--- src/rtl/spi_burst_pkg.sv ---
package spi_burst_pkg;
   typedef enum logic [1:0] {
      ENG_IDLE = 2'd0,
      ENG_RUN  = 2'd1,
      ENG_TAIL = 2'd2
   } eng_state_t;

   function automatic int idx_width(input int n);
      return (n > 1) ? $clog2(n) : 1;
   endfunction
endpackage

--- src/rtl/spi_word_fifo.sv ---
module spi_word_fifo #(
   parameter int W     = 8,
   parameter int DEPTH = 16
) (
   input  logic         clk,
   input  logic         rst_n,
   input  logic         push,
   input  logic [W-1:0] din,
   output logic         full,
   input  logic         pop,
   output logic [W-1:0] dout,
   output logic         empty
);
   generate
      if (DEPTH == 0) begin : g_reg
         logic [W-1:0] hold_q;
         logic         vld_q;
         always_ff @(posedge clk or negedge rst_n) begin
            if (!rst_n) begin
               hold_q <= '0;
               vld_q  <= 1'b0;
            end else if (push && !vld_q) begin
               hold_q <= din;
               vld_q  <= 1'b1;
            end else if (pop && vld_q) begin
               vld_q  <= 1'b0;
            end
         end
         assign full  = vld_q;
         assign empty = !vld_q;
         assign dout  = hold_q;
      end else begin : g_ram
         localparam int AW = $clog2(DEPTH);
         localparam int CW = $clog2(DEPTH + 1);
         logic [W-1:0]  mem [DEPTH];
         logic [AW-1:0] wp_q, rp_q;
         logic [CW-1:0] cnt_q;
         logic          do_wr, do_rd;
         assign do_wr = push && (cnt_q != CW'(DEPTH));
         assign do_rd = pop && (cnt_q != '0);
         always_ff @(posedge clk) begin
            if (do_wr) mem[wp_q] <= din;
         end
         always_ff @(posedge clk or negedge rst_n) begin
            if (!rst_n) begin
               wp_q  <= '0;
               rp_q  <= '0;
               cnt_q <= '0;
            end else begin
               if (do_wr) wp_q <= wp_q + 1'b1;
               if (do_rd) rp_q <= rp_q + 1'b1;
               cnt_q <= cnt_q + CW'(do_wr) - CW'(do_rd);
            end
         end
         assign full  = (cnt_q == CW'(DEPTH));
         assign empty = (cnt_q == '0);
         assign dout  = mem[rp_q];
      end
   endgenerate
endmodule

--- src/rtl/spi_shift_engine.sv ---
module spi_shift_engine
   import spi_burst_pkg::*;
#(
   parameter int W    = 8,
   parameter int HALF = 2
) (
   input  logic         clk,
   input  logic         rst_n,
   input  logic         tx_empty,
   input  logic [W-1:0] tx_q,
   output logic         tx_pop,
   input  logic         miso,
   output logic         sck,
   output logic         mosi,
   output logic         busy,
   output logic         rx_wr,
   output logic [W-1:0] rx_word
);
   localparam int DW = idx_width(HALF);
   localparam int BW = idx_width(W);

   eng_state_t    st_q;
   logic [DW-1:0] div_q;
   logic [BW-1:0] bit_q;
   logic [W-1:0]  out_q, in_q;
   logic          sck_q;
   logic          half_done, last_fall;

   assign half_done = (div_q == DW'(HALF - 1));
   assign last_fall = (st_q == ENG_RUN) && half_done && sck_q && (bit_q == BW'(W - 1));

   assign tx_pop  = ((st_q == ENG_IDLE) || last_fall) && !tx_empty;
   assign rx_wr   = last_fall;
   assign rx_word = in_q;
   assign sck     = sck_q;
   assign mosi    = out_q[W-1];
   assign busy    = (st_q != ENG_IDLE);

   always_ff @(posedge clk or negedge rst_n) begin
      if (!rst_n) begin
         st_q  <= ENG_IDLE;
         div_q <= '0;
         bit_q <= '0;
         out_q <= '0;
         in_q  <= '0;
         sck_q <= 1'b0;
      end else begin
         case (st_q)
            ENG_IDLE: begin
               if (!tx_empty) begin
                  out_q <= tx_q;
                  st_q  <= ENG_RUN;
                  div_q <= '0;
                  bit_q <= '0;
               end
            end
            ENG_RUN: begin
               if (!half_done) begin
                  div_q <= div_q + 1'b1;
               end else begin
                  div_q <= '0;
                  if (!sck_q) begin
                     sck_q <= 1'b1;
                     in_q  <= {in_q[W-2:0], miso};
                  end else begin
                     sck_q <= 1'b0;
                     if (bit_q == BW'(W - 1)) begin
                        bit_q <= '0;
                        if (!tx_empty) out_q <= tx_q;
                        else           st_q  <= ENG_TAIL;
                     end else begin
                        bit_q <= bit_q + 1'b1;
                        out_q <= {out_q[W-2:0], 1'b0};
                     end
                  end
               end
            end
            default: begin
               if (half_done) begin
                  div_q <= '0;
                  st_q  <= ENG_IDLE;
               end else begin
                  div_q <= div_q + 1'b1;
               end
            end
         endcase
      end
   end
endmodule

--- src/rtl/spi_burst_master.sv ---
module spi_burst_master
   import spi_burst_pkg::*;
#(
   parameter int DATA_W     = 8,
   parameter int FIFO_DEPTH = 16,
   parameter int NUM_SS     = 4,
   parameter int CLK_DIV    = 4,
   localparam int SS_W      = idx_width(NUM_SS)
) (
   input  logic              clk,
   input  logic              rst_n,
   input  logic              tx_push,
   input  logic [DATA_W-1:0] tx_data,
   output logic              tx_full,
   input  logic              rx_pop,
   output logic [DATA_W-1:0] rx_data,
   output logic              rx_empty,
   output logic              rx_overflow,
   input  logic              cfg_manual,
   input  logic [SS_W-1:0]   cfg_ss_sel,
   input  logic              cfg_ss_level,
   output logic              sck,
   output logic              mosi,
   input  logic              miso,
   output logic [NUM_SS-1:0] ss_n,
   output logic              busy
);
   localparam int HALF = CLK_DIV / 2;

   generate
      if (!(FIFO_DEPTH == 0 || FIFO_DEPTH == 16 || FIFO_DEPTH == 256)) begin : g_bad_depth
         $error("FIFO_DEPTH must be 0, 16 or 256");
      end
      if (CLK_DIV < 2 || (CLK_DIV % 2) != 0) begin : g_bad_div
         $error("CLK_DIV must be even and at least 2");
      end
      if (DATA_W < 2) begin : g_bad_width
         $error("DATA_W must be at least 2");
      end
      if (NUM_SS < 1) begin : g_bad_ss
         $error("NUM_SS must be at least 1");
      end
   endgenerate

   logic              tx_empty, tx_pop, rx_wr, rx_full, ovf_q, ss_on;
   logic [DATA_W-1:0] tx_q, rx_word;

   spi_word_fifo #(.W(DATA_W), .DEPTH(FIFO_DEPTH)) u_txq (
      .clk(clk), .rst_n(rst_n), .push(tx_push), .din(tx_data), .full(tx_full),
      .pop(tx_pop), .dout(tx_q), .empty(tx_empty)
   );

   spi_word_fifo #(.W(DATA_W), .DEPTH(FIFO_DEPTH)) u_rxq (
      .clk(clk), .rst_n(rst_n), .push(rx_wr), .din(rx_word), .full(rx_full),
      .pop(rx_pop), .dout(rx_data), .empty(rx_empty)
   );

   spi_shift_engine #(.W(DATA_W), .HALF(HALF)) u_eng (
      .clk(clk), .rst_n(rst_n), .tx_empty(tx_empty), .tx_q(tx_q), .tx_pop(tx_pop),
      .miso(miso), .sck(sck), .mosi(mosi), .busy(busy), .rx_wr(rx_wr), .rx_word(rx_word)
   );

   always_ff @(posedge clk or negedge rst_n) begin
      if (!rst_n)              ovf_q <= 1'b0;
      else if (rx_wr && rx_full) ovf_q <= 1'b1;
   end
   assign rx_overflow = ovf_q;

   assign ss_on = cfg_manual ? cfg_ss_level : busy;

   generate
      for (genvar i = 0; i < NUM_SS; i++) begin : g_ss
         assign ss_n[i] = !(ss_on && (cfg_ss_sel == SS_W'(i)));
      end
   endgenerate
endmodule

--- config.mk ---
export PLATFORM = sky130hd
export DESIGN_NAME = spi_burst_master
export DESIGN_NICKNAME = d
export VERILOG_FILES = /design/src/rtl/spi_burst_pkg.sv /design/src/rtl/spi_word_fifo.sv /design/src/rtl/spi_shift_engine.sv /design/src/rtl/spi_burst_master.sv
export SDC_FILE = /design/constraint.sdc
export NUM_CORES = 1
export LEC_CHECK = 0
export CORE_MARGIN = 2
export CORE_UTILIZATION = 50
export CTS_CLUSTER_DIAMETER = 40
export CTS_CLUSTER_SIZE = 30
export DETAILED_ROUTE_END_ITERATION = 12
export MAX_ROUTING_LAYER = met4
export PLACE_DENSITY = 0.67
export SYNTH_ARGS = -nofsm -noshare
export SYNTH_HDL_FRONTEND = slang
export SYNTH_SLANG_ARGS = --single-unit
--- constraint.sdc ---
create_clock -name clk -period 5 [get_ports clk]
set_input_delay 0.5 -clock clk [delete_from_list [all_inputs] [get_ports clk]]
set_output_delay 0.5 -clock clk [all_outputs]
set_load 0.005 [all_outputs]
Word level (Yosys, flattened, before mapping)
Memory sizes are Yosys's and may differ from the RTL's.
Index checks and enable logic that the tools add are counted.
{"block": "totals", "ff_bits": 50, "ramBits": 256, "inputBits": 17, "out_inout_bits": 18, "wordCells": 99, "mem_count": 2}
{"memory": "u_rxq.g_ram.mem", "words": 16, "width": 8, "rd": 1, "rd_ports_with_merged_regs": 0, "write_ports": 1, "line": "spi_word_fifo.sv:35", "rtl": "logic [W-1:0] mem [DEPTH];"}
{"memory": "u_txq.g_ram.mem", "words": 16, "width": 8, "rd": 1, "rd_ports_with_merged_regs": 0, "write_ports": 1, "line": "spi_word_fifo.sv:35"}
{"block": "op_classes", "n_addsub": 10, "n_eq_ne": 14, "n_mux": 26, "n_bitwise": 1, "n_reduce_logical": 33}
{"op": "two-way mux 8 bit", "count": 4}
{"op": "adder 4 x 1 -> 4 bit (second input constant)", "count": 4}
{"op": "case mux 8 bit (2 select lines)", "count": 1}
{"op": "logical AND 1 bit", "count": 13}
{"op": "two-way mux 2 bit", "count": 6}
{"op": "two-way mux 3 bit", "count": 4}
{"op": "adder 5 x 1 -> 5 bit", "count": 2}
{"op": "equality test 5 bit (second input constant)", "count": 2}
{"op": "zero test 5 bit", "count": 2}
{"op": "inequality test 5 bit (second input constant)", "count": 2}
{"op": "nonzero test 5 bit", "count": 2}
{"op": "subtractor 5 x 1 -> 5 bit", "count": 2}
{"op": "two-way mux 1 bit", "count": 9}
{"op": "inequality test 2 x 1 -> 1 bit (second input constant)", "count": 3}
{"op": "case mux 3 bit (2 select lines)", "count": 1}
{"op": "AND reduction 3 bit", "count": 2}
{"op": "AND reduction 6 bit", "count": 1}
{"op": "nonzero test 2 bit", "count": 3}
{"op": "zero test 1 bit", "count": 5}
{"op": "equality test 2 x 1 -> 1 bit (second input constant)", "count": 2}
{"op": "equality test 2 bit (second input constant)", "count": 2}
{"op": "zero test 2 bit", "count": 2}
{"op": "inequality test 2 bit (second input constant)", "count": 2}
{"op": "case mux 2 bit (2 select lines)", "count": 1}
{"op": "other kinds (7)", "count": 7}

Longest topological paths before layout
Gate-level depths: netlist of run 1.
{"block": "logic_depth", "word_depth": 8, "mapped_depth": 14, "ltp_nobuf": 13}

Hierarchy
Synthesis of run 1 repeated with hierarchy kept, for this count alone.
{"block": "hier_totals", "hier_cells": 737, "hier_area_um2": 12858.6}
{"mod": "spi_word_fifo", "n_inst": 2, "cells_per_inst": 320, "area_each_um2": 5825.6, "seq_area_each_um2": 4169.0}
{"mod": "spi_shift_engine", "n_inst": 1, "cells_per_inst": 89, "area_each_um2": 1132.3, "seq_area_each_um2": 575.6}
{"mod": "spi_burst_master", "n_inst": 1, "cells_per_inst": 8, "area_each_um2": 75.1, "seq_area_each_um2": 25.0}

Worst setup path after synthesis of run 1
OpenSTA, ideal clock, no wires.
{"block": "synth_timing", "kind": "register to register", "from": "register u_eng.bit_q[0]", "to": "register u_txq.g_ram.cnt_q[4]", "setup_time_ns": 0.123, "t_arrival_ns": 2.761, "t_required_ns": 4.877, "slack_ns": 2.116, "stages_incl_launch_ff": 13, "n_path_buf": 0, "period_less_slack_ns": 2.884, "cell_sequence": "dfrtp_1 -> ha_1 -> ha_1 -> nor3b_1 -> a2111oi_4 -> ha_1 -> inv_1 -> ha_1 -> fa_1 -> a21oi_1 -> nor2_1 -> nor2_1 -> xnor2_1"}
{"block": "synth_via", "elab_chain_len": 6}
{"element": "start: declaration", "line": "spi_shift_engine.sv:24", "rtl": "logic [BW-1:0] bit_q;"}
{"element": "start signal: assignment", "line": "spi_shift_engine.sv:72", "rtl": "bit_q <= bit_q + 1'b1;"}
{"element": "equality test 3 bit", "line": "spi_shift_engine.sv:30", "rtl": "assign last_fall = (st_q == ENG_RUN) && half_done && sck_q && (bit_q == BW'(W - 1));"}
{"element": "logical AND 1 bit", "line": "spi_shift_engine.sv:30"}
{"element": "logical OR 1 bit", "line": "spi_shift_engine.sv:32", "rtl": "assign tx_pop = ((st_q == ENG_IDLE) || last_fall) && !tx_empty;"}
{"element": "logical AND 1 bit", "line": "spi_shift_engine.sv:32"}
{"element": "logical AND 1 bit", "line": "spi_word_fifo.sv:40", "rtl": "assign do_rd = pop && (cnt_q != '0);"}
{"element": "via u_txq.g_ram.do_rd", "line": "spi_word_fifo.sv:38", "rtl": "logic do_wr, do_rd;"}
{"element": "subtractor 5 x 1 -> 5 bit", "line": "spi_word_fifo.sv:52", "rtl": "cnt_q <= cnt_q + CW'(do_wr) - CW'(do_rd);"}
{"element": "end signal: assignment", "line": "spi_word_fifo.sv:52"}
{"element": "end: declaration", "line": "spi_word_fifo.sv:37", "rtl": "logic [CW-1:0] cnt_q;"}
The timed path passes the listed nets, and every way through them passes these cells.
A chain may end at the register's enable or synchronous reset.

Worst setup path in the final report of run 1
{"block": "layout_timing", "from": "register u_rxq.g_ram.rp_q[0]", "to": "output rx_data[3]"}
{"block": "layout_via", "elab_chain_len": 1}
{"element": "start: declaration", "line": "spi_word_fifo.sv:36", "rtl": "logic [AW-1:0] wp_q, rp_q;"}
{"element": "start signal: assignment", "line": "spi_word_fifo.sv:51", "rtl": "if (do_rd) rp_q <= rp_q + 1'b1;"}
{"element": "memory read (16 x 8 bit)"}
{"element": "end: declaration", "line": "spi_burst_master.sv:16", "rtl": "output logic [DATA_W-1:0] rx_data,"}
No other way between the ends.

==> flow_metrics.tcl, run 1 <==
set metrics [dict create \
    status "finished clean" \
    via_count 6125 \
    ys_top_cells_by_count "edfxtp_1, dfrtp_1, mux4_2" \
    cts_tree "built" \
    rows 58 \
    yosysTopAreaCell "edfxtp_1" \
    combPwrFrac_pct 18.9 \
    cts_buffers 36 \
    min_period_ns 3.76 \
    fin_crit_sh_pct 75.1 \
    required_ns 4.50 \
    async_flop_share_pct 16.3 \
    synth_ff_type "edfxtp_1" \
    antenna_found_initial 0 \
    htreeDepth 2 \
    syn_area_per_cell_um2 19.7 \
    grt_pass1_vias 6382 \
    p_leak_nw 4.95 \
    utilization_pct 57.9 \
    detail_route.first_pass.iterations 5 \
    irDropWorstVdd_mv 0.275 \
    cts_root_buffer "clkbuf_16" \
    avgViaCountPerCell 5.84 \
    die_x_um 163 \
    drcViolationCount 0 \
    clockBufferDepth 3 \
    slew_viol_final 0 \
    cts-hold-fix-buffers 0 \
    start_util_pct 50.6 \
    slew_headroom_pct 22.8 \
    cts_num_sinks 306 \
    drv_cap 0 \
    place_congestion 0.814 \
    crit_fanout 35 \
    cts_resized 0 \
    syn2layout_area_growth_pct 14.5 \
    fin_tns_setup_ns 0 \
    cp-start-kind "flip-flop" \
    synth_most_common_cell "edfxtp_1" \
    cts_setup_buffers 0 \
    syn_inst 642 \
    clkTransAtPathRegs_ns 0.05 \
    yosysSeqAreaShare_pct 70.8 \
    antenna_left 0 \
    finalNetCount 734 \
    insertion_delay_ns 0.51 \
    crit_path_end_kind "output port" \
    die_area_um2 26500 \
    setup_viol 0 \
    p_per_area_nw_per_um2 538 \
    worstSetupPathType "reg -> out" \
    ys_top_cells_by_area "edfxtp_1, dfrtp_1, mux4_1" \
    rsz0062_at_grt "false" \
    syn_nets 685 \
    internal_power_mw 5.63 \
    worstMarginPinSlew_ns 1.15 \
    drive_gt1_share_pct 19.1 \
    critical_path_arrival_ns 3.26 \
    ys_ff_latch 306 \
    io_buffers 34 \
    synth_warnings 0 \
    hp-class "in -> async" \
    overflow 0 \
    finalWirelength_um 24400 \
    syn_area_um2 12600 \
    clockPowerShare_pct 33.9 \
    skew_ns 0.0205 \
    max_clock_freq_mhz 266 \
    core-area_um2 25000 \
    drtIter0Drc 468 \
    grt_start_max_net_pins 51 \
    wl_per_cell_um 23.3 \
    p_sw_mw 2.15 \
    diodes 0 \
    hold_violations 0 \
    power_frac_seq_pct 47.2 \
    yosysTopAreaCellShare_pct 60.9 \
    swShare_pct 27.6 \
    dpl.hpwl_um 14800 \
    ios 35 \
    grt_usage_pct 19.8 \
    grt_pass1_wl_um 37700 \
    ys_types 47 \
    synth_edf_count 256 \
    die_height_um 163 \
]
[layout make-up]
class	count	area (um2)
Tap cell	330	413
Multi-Input combinational cell	283	3400
Fill cell	1806	10500
Sequential cell	306	8940
Clock inverter	28	319
Inverter	24	90.1
Timing Repair Buffer	40	380
Clock buffer	37	905
[critical path: stages (launching register included)]
cell             delay (ns)
dfrtp_2                1.07
mux4_1                 0.67
mux4_2                 0.50
clkdlybuf4s50_1        0.48
[layout by cell type, fill, tap and decap left out, drive strengths merged, types with 2 or more instances in the layout]
| cell | Yosys | routed |
|---|---|---|
| nor2b | 3 | 3 |
| a21o | 3 | 3 |
| dfrtp | 50 | 50 |
| o22ai | 8 | 8 |
| o2bb2ai | 6 | 6 |
| mux4 | 72 | 72 |
| a32o | 2 | 2 |
| bufinv | 0 | 4 |
| clkinvlp | 0 | 6 |
| nor2 | 31 | 31 |
| o21ai | 9 | 9 |
| clkinv | 0 | 11 |
| edfxtp | 256 | 256 |
| xor2 | 6 | 6 |
| nor4b | 2 | 2 |
| inv | 24 | 31 |
| fa | 2 | 2 |
| a21oi | 13 | 13 |
| mux2 | 17 | 17 |
| a22oi | 2 | 2 |
| nand4 | 4 | 4 |
| buf | 25 | 7 |
| xnor2 | 14 | 14 |
| nor3 | 11 | 11 |
| mux2i | 10 | 10 |
| ha | 24 | 24 |
| and4bb | 2 | 2 |
| nand2b | 5 | 5 |
| clkdlybuf4s50 | 0 | 33 |
| clkbuf | 4 | 37 |
| nand3 | 4 | 4 |
| or4 | 2 | 2 |
| nand2 | 22 | 22 |
[per-stage QoR]
stage / instances / instance area, um2 / total power [mW] / worst slack, ns / hold slack, ns
floorplan: 642 / 12600 / 4.69 / 2.12 / 0.204
global placement: 983 / 13200 / 5.11 / 1.80 / 0.478
detailed placement: 983 / 13200 / 5.21 / 1.72 / 0.477
CTS: 1048 / 14500 / 7.85 / 1.18 / 0.123
global route: 1048 / 14500 / 8.15 / 1.12 / 0.144
finish: 1048 / 14500 / 7.78 / 1.24 / 0.0977
[cells by family (layout without fill, tap and decap cells)]
group,Yosys count,in the layout,share of synthesized area [%]
buffers and inverters,53,129,2.47
flip-flops,306,306,70.8
XOR/XNOR,20,20,1.39
adder cells (fa/ha/maj),26,26,2.70
AND/OR/NAND/NOR,91,91,3.76
multiplexers,99,99,16.2
AO/OA/AOI/OAI,47,47,2.70
[path summary, 6_finish.rpt]
path / cells after the start / slack (ns) / startpoint / to
min in group clk: 1 / 0.50 / u_eng.out_q[0] / u_eng.out_q[0]
max reg2reg: 12 / 1.85 / u_eng.bit_q[0] / u_txq.g_ram.cnt_q[4]
min reg2reg: 1 / 0.50 / u_eng.out_q[0] / u_eng.out_q[0]
max in group asynchronous: 2 / 4.38 / rst_n / u_txq.g_ram.rp_q[0]
min: 2 / 0.1 / rst_n / u_rxq.g_ram.rp_q[3]
max: 3 / 1.24 / u_rxq.g_ram.rp_q[0] / rx_data[3]
[sequential cells by signal, indices dropped and copies added, names as in the netlist, 2 cells and up]
| name | flops |
|---|---|
| u_eng.bit_q | 3 |
| u_eng.out_q | 8 |
| u_eng.rx_word | 8 |
| u_eng.st_q | 2 |
| u_rxq.g_ram.cnt_q | 5 |
| u_rxq.g_ram.mem | 128 |
| u_rxq.g_ram.rp_q | 4 |
| u_rxq.g_ram.wp_q | 4 |
| u_txq.g_ram.cnt_q | 5 |
| u_txq.g_ram.mem | 128 |
| u_txq.g_ram.rp_q | 4 |
| u_txq.g_ram.wp_q | 4 |
[power by group through the flow]
stage / Sequential [mW] / Clock (mW) / Combinational [mW]
CTS: 3.68 / 2.68 / 1.49
floorplan: 3.45 / 0 / 1.24
finish: 3.67 / 2.64 / 1.47
detailed placement: 3.73 / 0 / 1.48
global placement: 3.68 / 0 / 1.42
global route: 3.74 / 2.80 / 1.61
[metal layers]
metal / track usage, % / share of wire, % / wire length (um)
met5: - / 0 / 0
met4: 5.55 / 2.2 / 526
met3: 3.39 / 5.0 / 1210
met2: 31.0 / 49 / 11900
met1: 27.2 / 44 / 10700
No activity file was read; power rests on OpenSTA's default activity.
==> run 2, diff against run 1 <==
clock period = 3.7 ns   (was 5 ns; I/O delays follow)
==> flow_metrics.tcl, run 2 (same netlist as run 1, synthesis figures left out) <==
set metrics [dict create \
    p_sw_mw 3.00 \
    drcViolationCount 0 \
    slew_viol_final 0 \
    finalWirelength_um 24300 \
    cpMostUsedCell "ha_1" \
    diodes 0 \
    grt_start_max_net_pins 42 \
    rr_startpoint "u_eng.bit_q[0]" \
    cts_root_buffer "clkbuf_16" \
    cp_top_family "adder cells" \
    setup_viol 0 \
    worstSetupStartpoint "u_eng.bit_q[0]" \
    critical_path_arrival_ns 3.74 \
    hp-class "in -> async" \
    insertion_delay_ns 0.53 \
    irDropWorstVdd_mv 0.488 \
    worstSetupPathType "reg -> reg" \
    crit_path_end_kind "flip-flop" \
    clockPowerShare_pct 32.7 \
    core-area_um2 25000 \
    ios 35 \
    fin_tns_setup_ns 0 \
    fin_crit_sh_pct 89.4 \
    crit_chain "ha_1 -> ha_1 -> nor3b_1 -> a2111oi_4 -> ha_1 -> inv_1 -> ha_1 -> fa_1 -> a21oi_1 -> nor2_1 -> nor2_1 -> xnor2_1" \
    p_leak_nw 5.08 \
    wl_per_cell_um 22.5 \
    start_util_pct 50.6 \
    rrSetupSlack_ns 0.39 \
    swShare_pct 28.5 \
    final_common_cell "edfxtp_1" \
    reg2regPathDepth 12 \
    hold_ws_ns 0.248 \
    combPwrFrac_pct 21.0 \
    min_period_ns 3.31 \
    grt_pass1_vias 6410 \
    p_per_area_nw_per_um2 721 \
    cts_num_sinks 306 \
    detail_route.first_pass.iterations 5 \
    die_height_um 163 \
    skew_ns 0.0227 \
    post-place-ws_ns 0.426 \
    clockBufferDepth 3 \
    overflow 0 \
    hold_violations 0 \
    grt_pass1_wl_um 37200 \
    cp-start-kind "flip-flop" \
    crit_fanout 7 \
    die_area_um2 26500 \
    die_x_um 163 \
    cts_setup_buffers 0 \
    drtIter0Drc 605 \
    finalNetCount 761 \
    worstMarginPinSlew_ns 0.933 \
    cts_tree "built" \
    required_ns 4.13 \
    crit_cells 12 \
    rsz0062_at_grt "false" \
    internal_power_mw 7.53 \
    max_stage_delay_ns 0.62 \
    htreeDepth 2 \
    antenna_found_initial 0 \
    cts_buffers 36 \
    fin_ws_ns 0.393 \
    status "finished clean" \
    cp_slowest_cell "nor3b_1" \
    layout_common_cells "edfxtp_1, dfrtp_1, mux4_2, clkbuf_16, mux4_1" \
    power_frac_seq_pct 46.3 \
    rows 58 \
    via_count 6191 \
    regArea_um2 8940 \
    critical_path_buf_inv_count 1 \
    avgViaCountPerCell 5.75 \
    max_clock_freq_mhz 302 \
    r2r_end "u_txq.g_ram.cnt_q[4]" \
    slew_headroom_pct 37.5 \
    drv_cap 0 \
    placed_cells 1009 \
    io_buffers 34 \
    reg_top3 "u_rxq.g_ram.mem (128), u_txq.g_ram.mem (128)" \
    clkTransAtPathRegs_ns 0.06 \
    final.fill_count 1870 \
    multi_input_area_um2 3370 \
    antenna_left 0 \
    instances_no_fill 1076 \
    drive_gt1_share_pct 21.2 \
    grt_usage_pct 19.4 \
    syn2layout_area_growth_pct 15.7 \
    place_congestion 0.758 \
    dpl.hpwl_um 15700 \
]
## run 2: cell types whose count changed in the layout (fill, tap and decap cells not counted), moves of 2 or more
cell,delta
bufinv_16,-2
clkinv_2,+6
nor3_1,+6
clkinv_1,-3
nor3_2,-6
clkinvlp_4,-3
clkbuf_1,+3
inv_6,-3
buf_4,+25
## run 2: stage by stage
step           instance area (um2)  total power [mW]  util (%)
2_1_floorplan                12600              6.34         -
3_3_place_gp                 13400              7.02      53.7
3_5_place_dp                 13400              7.16      53.7
4_1_cts                      14600              10.6      58.5
5_1_grt                      14600              11.0      58.5
6_report                     14600              10.5      58.5
## run 2: power by group through the flow
| stage | registers, mW | clock network [mW] | logic [mW] |
|---|---|---|---|
| global placement | 4.88 | 0 | 2.14 |
| CTS | 4.88 | 3.51 | 2.24 |
| finish | 4.88 | 3.45 | 2.21 |
| global route | 4.95 | 3.64 | 2.40 |
| floorplan | 4.66 | 0 | 1.68 |
| detailed placement | 4.94 | 0 | 2.22 |
## run 2: metal layers
layer	global-route usage [%]	share of wire, %	vias up	routed length, um
li1	-	-	2749	-
met1	28.0	46	3259	11100
met2	29.5	48	153	11600
met3	3.31	4.6	30	1120
met4	4.47	1.5	0	367
met5	-	0	-	0
## run 2: final cells by class
class / count / share of cell area (%)
clock buffer: 40 / 6.27
clock inverter: 26 / 1.88
inverter: 24 / 0.617
multi-input combinational: 283 / 23.1
sequential: 306 / 61.2
tap: 330 / 2.83
timing repair buffer: 67 / 4.09
## run 2: what timing repair did
item	in CTS	in global routing
resized for setup	0	0
hold buffers	1	0
hold endpoints to repair	9	0
endpoints found under the setup margin	0	0
## run 2: how the worst max path moves through the flow
| stage | endpoint | slack [ns] |
|---|---|---|
| floorplan | u_txq.g_ram.cnt_q[4] | 0.82 |
| global placement | u_txq.g_ram.cnt_q[4] | 0.65 |
| detailed placement | u_txq.g_ram.cnt_q[4] | 0.43 |
| CTS | u_txq.g_ram.cnt_q[4] | 0.39 |
| global route | u_txq.g_ram.cnt_q[4] | 0.17 |
| finish | u_txq.g_ram.cnt_q[4] | 0.39 |
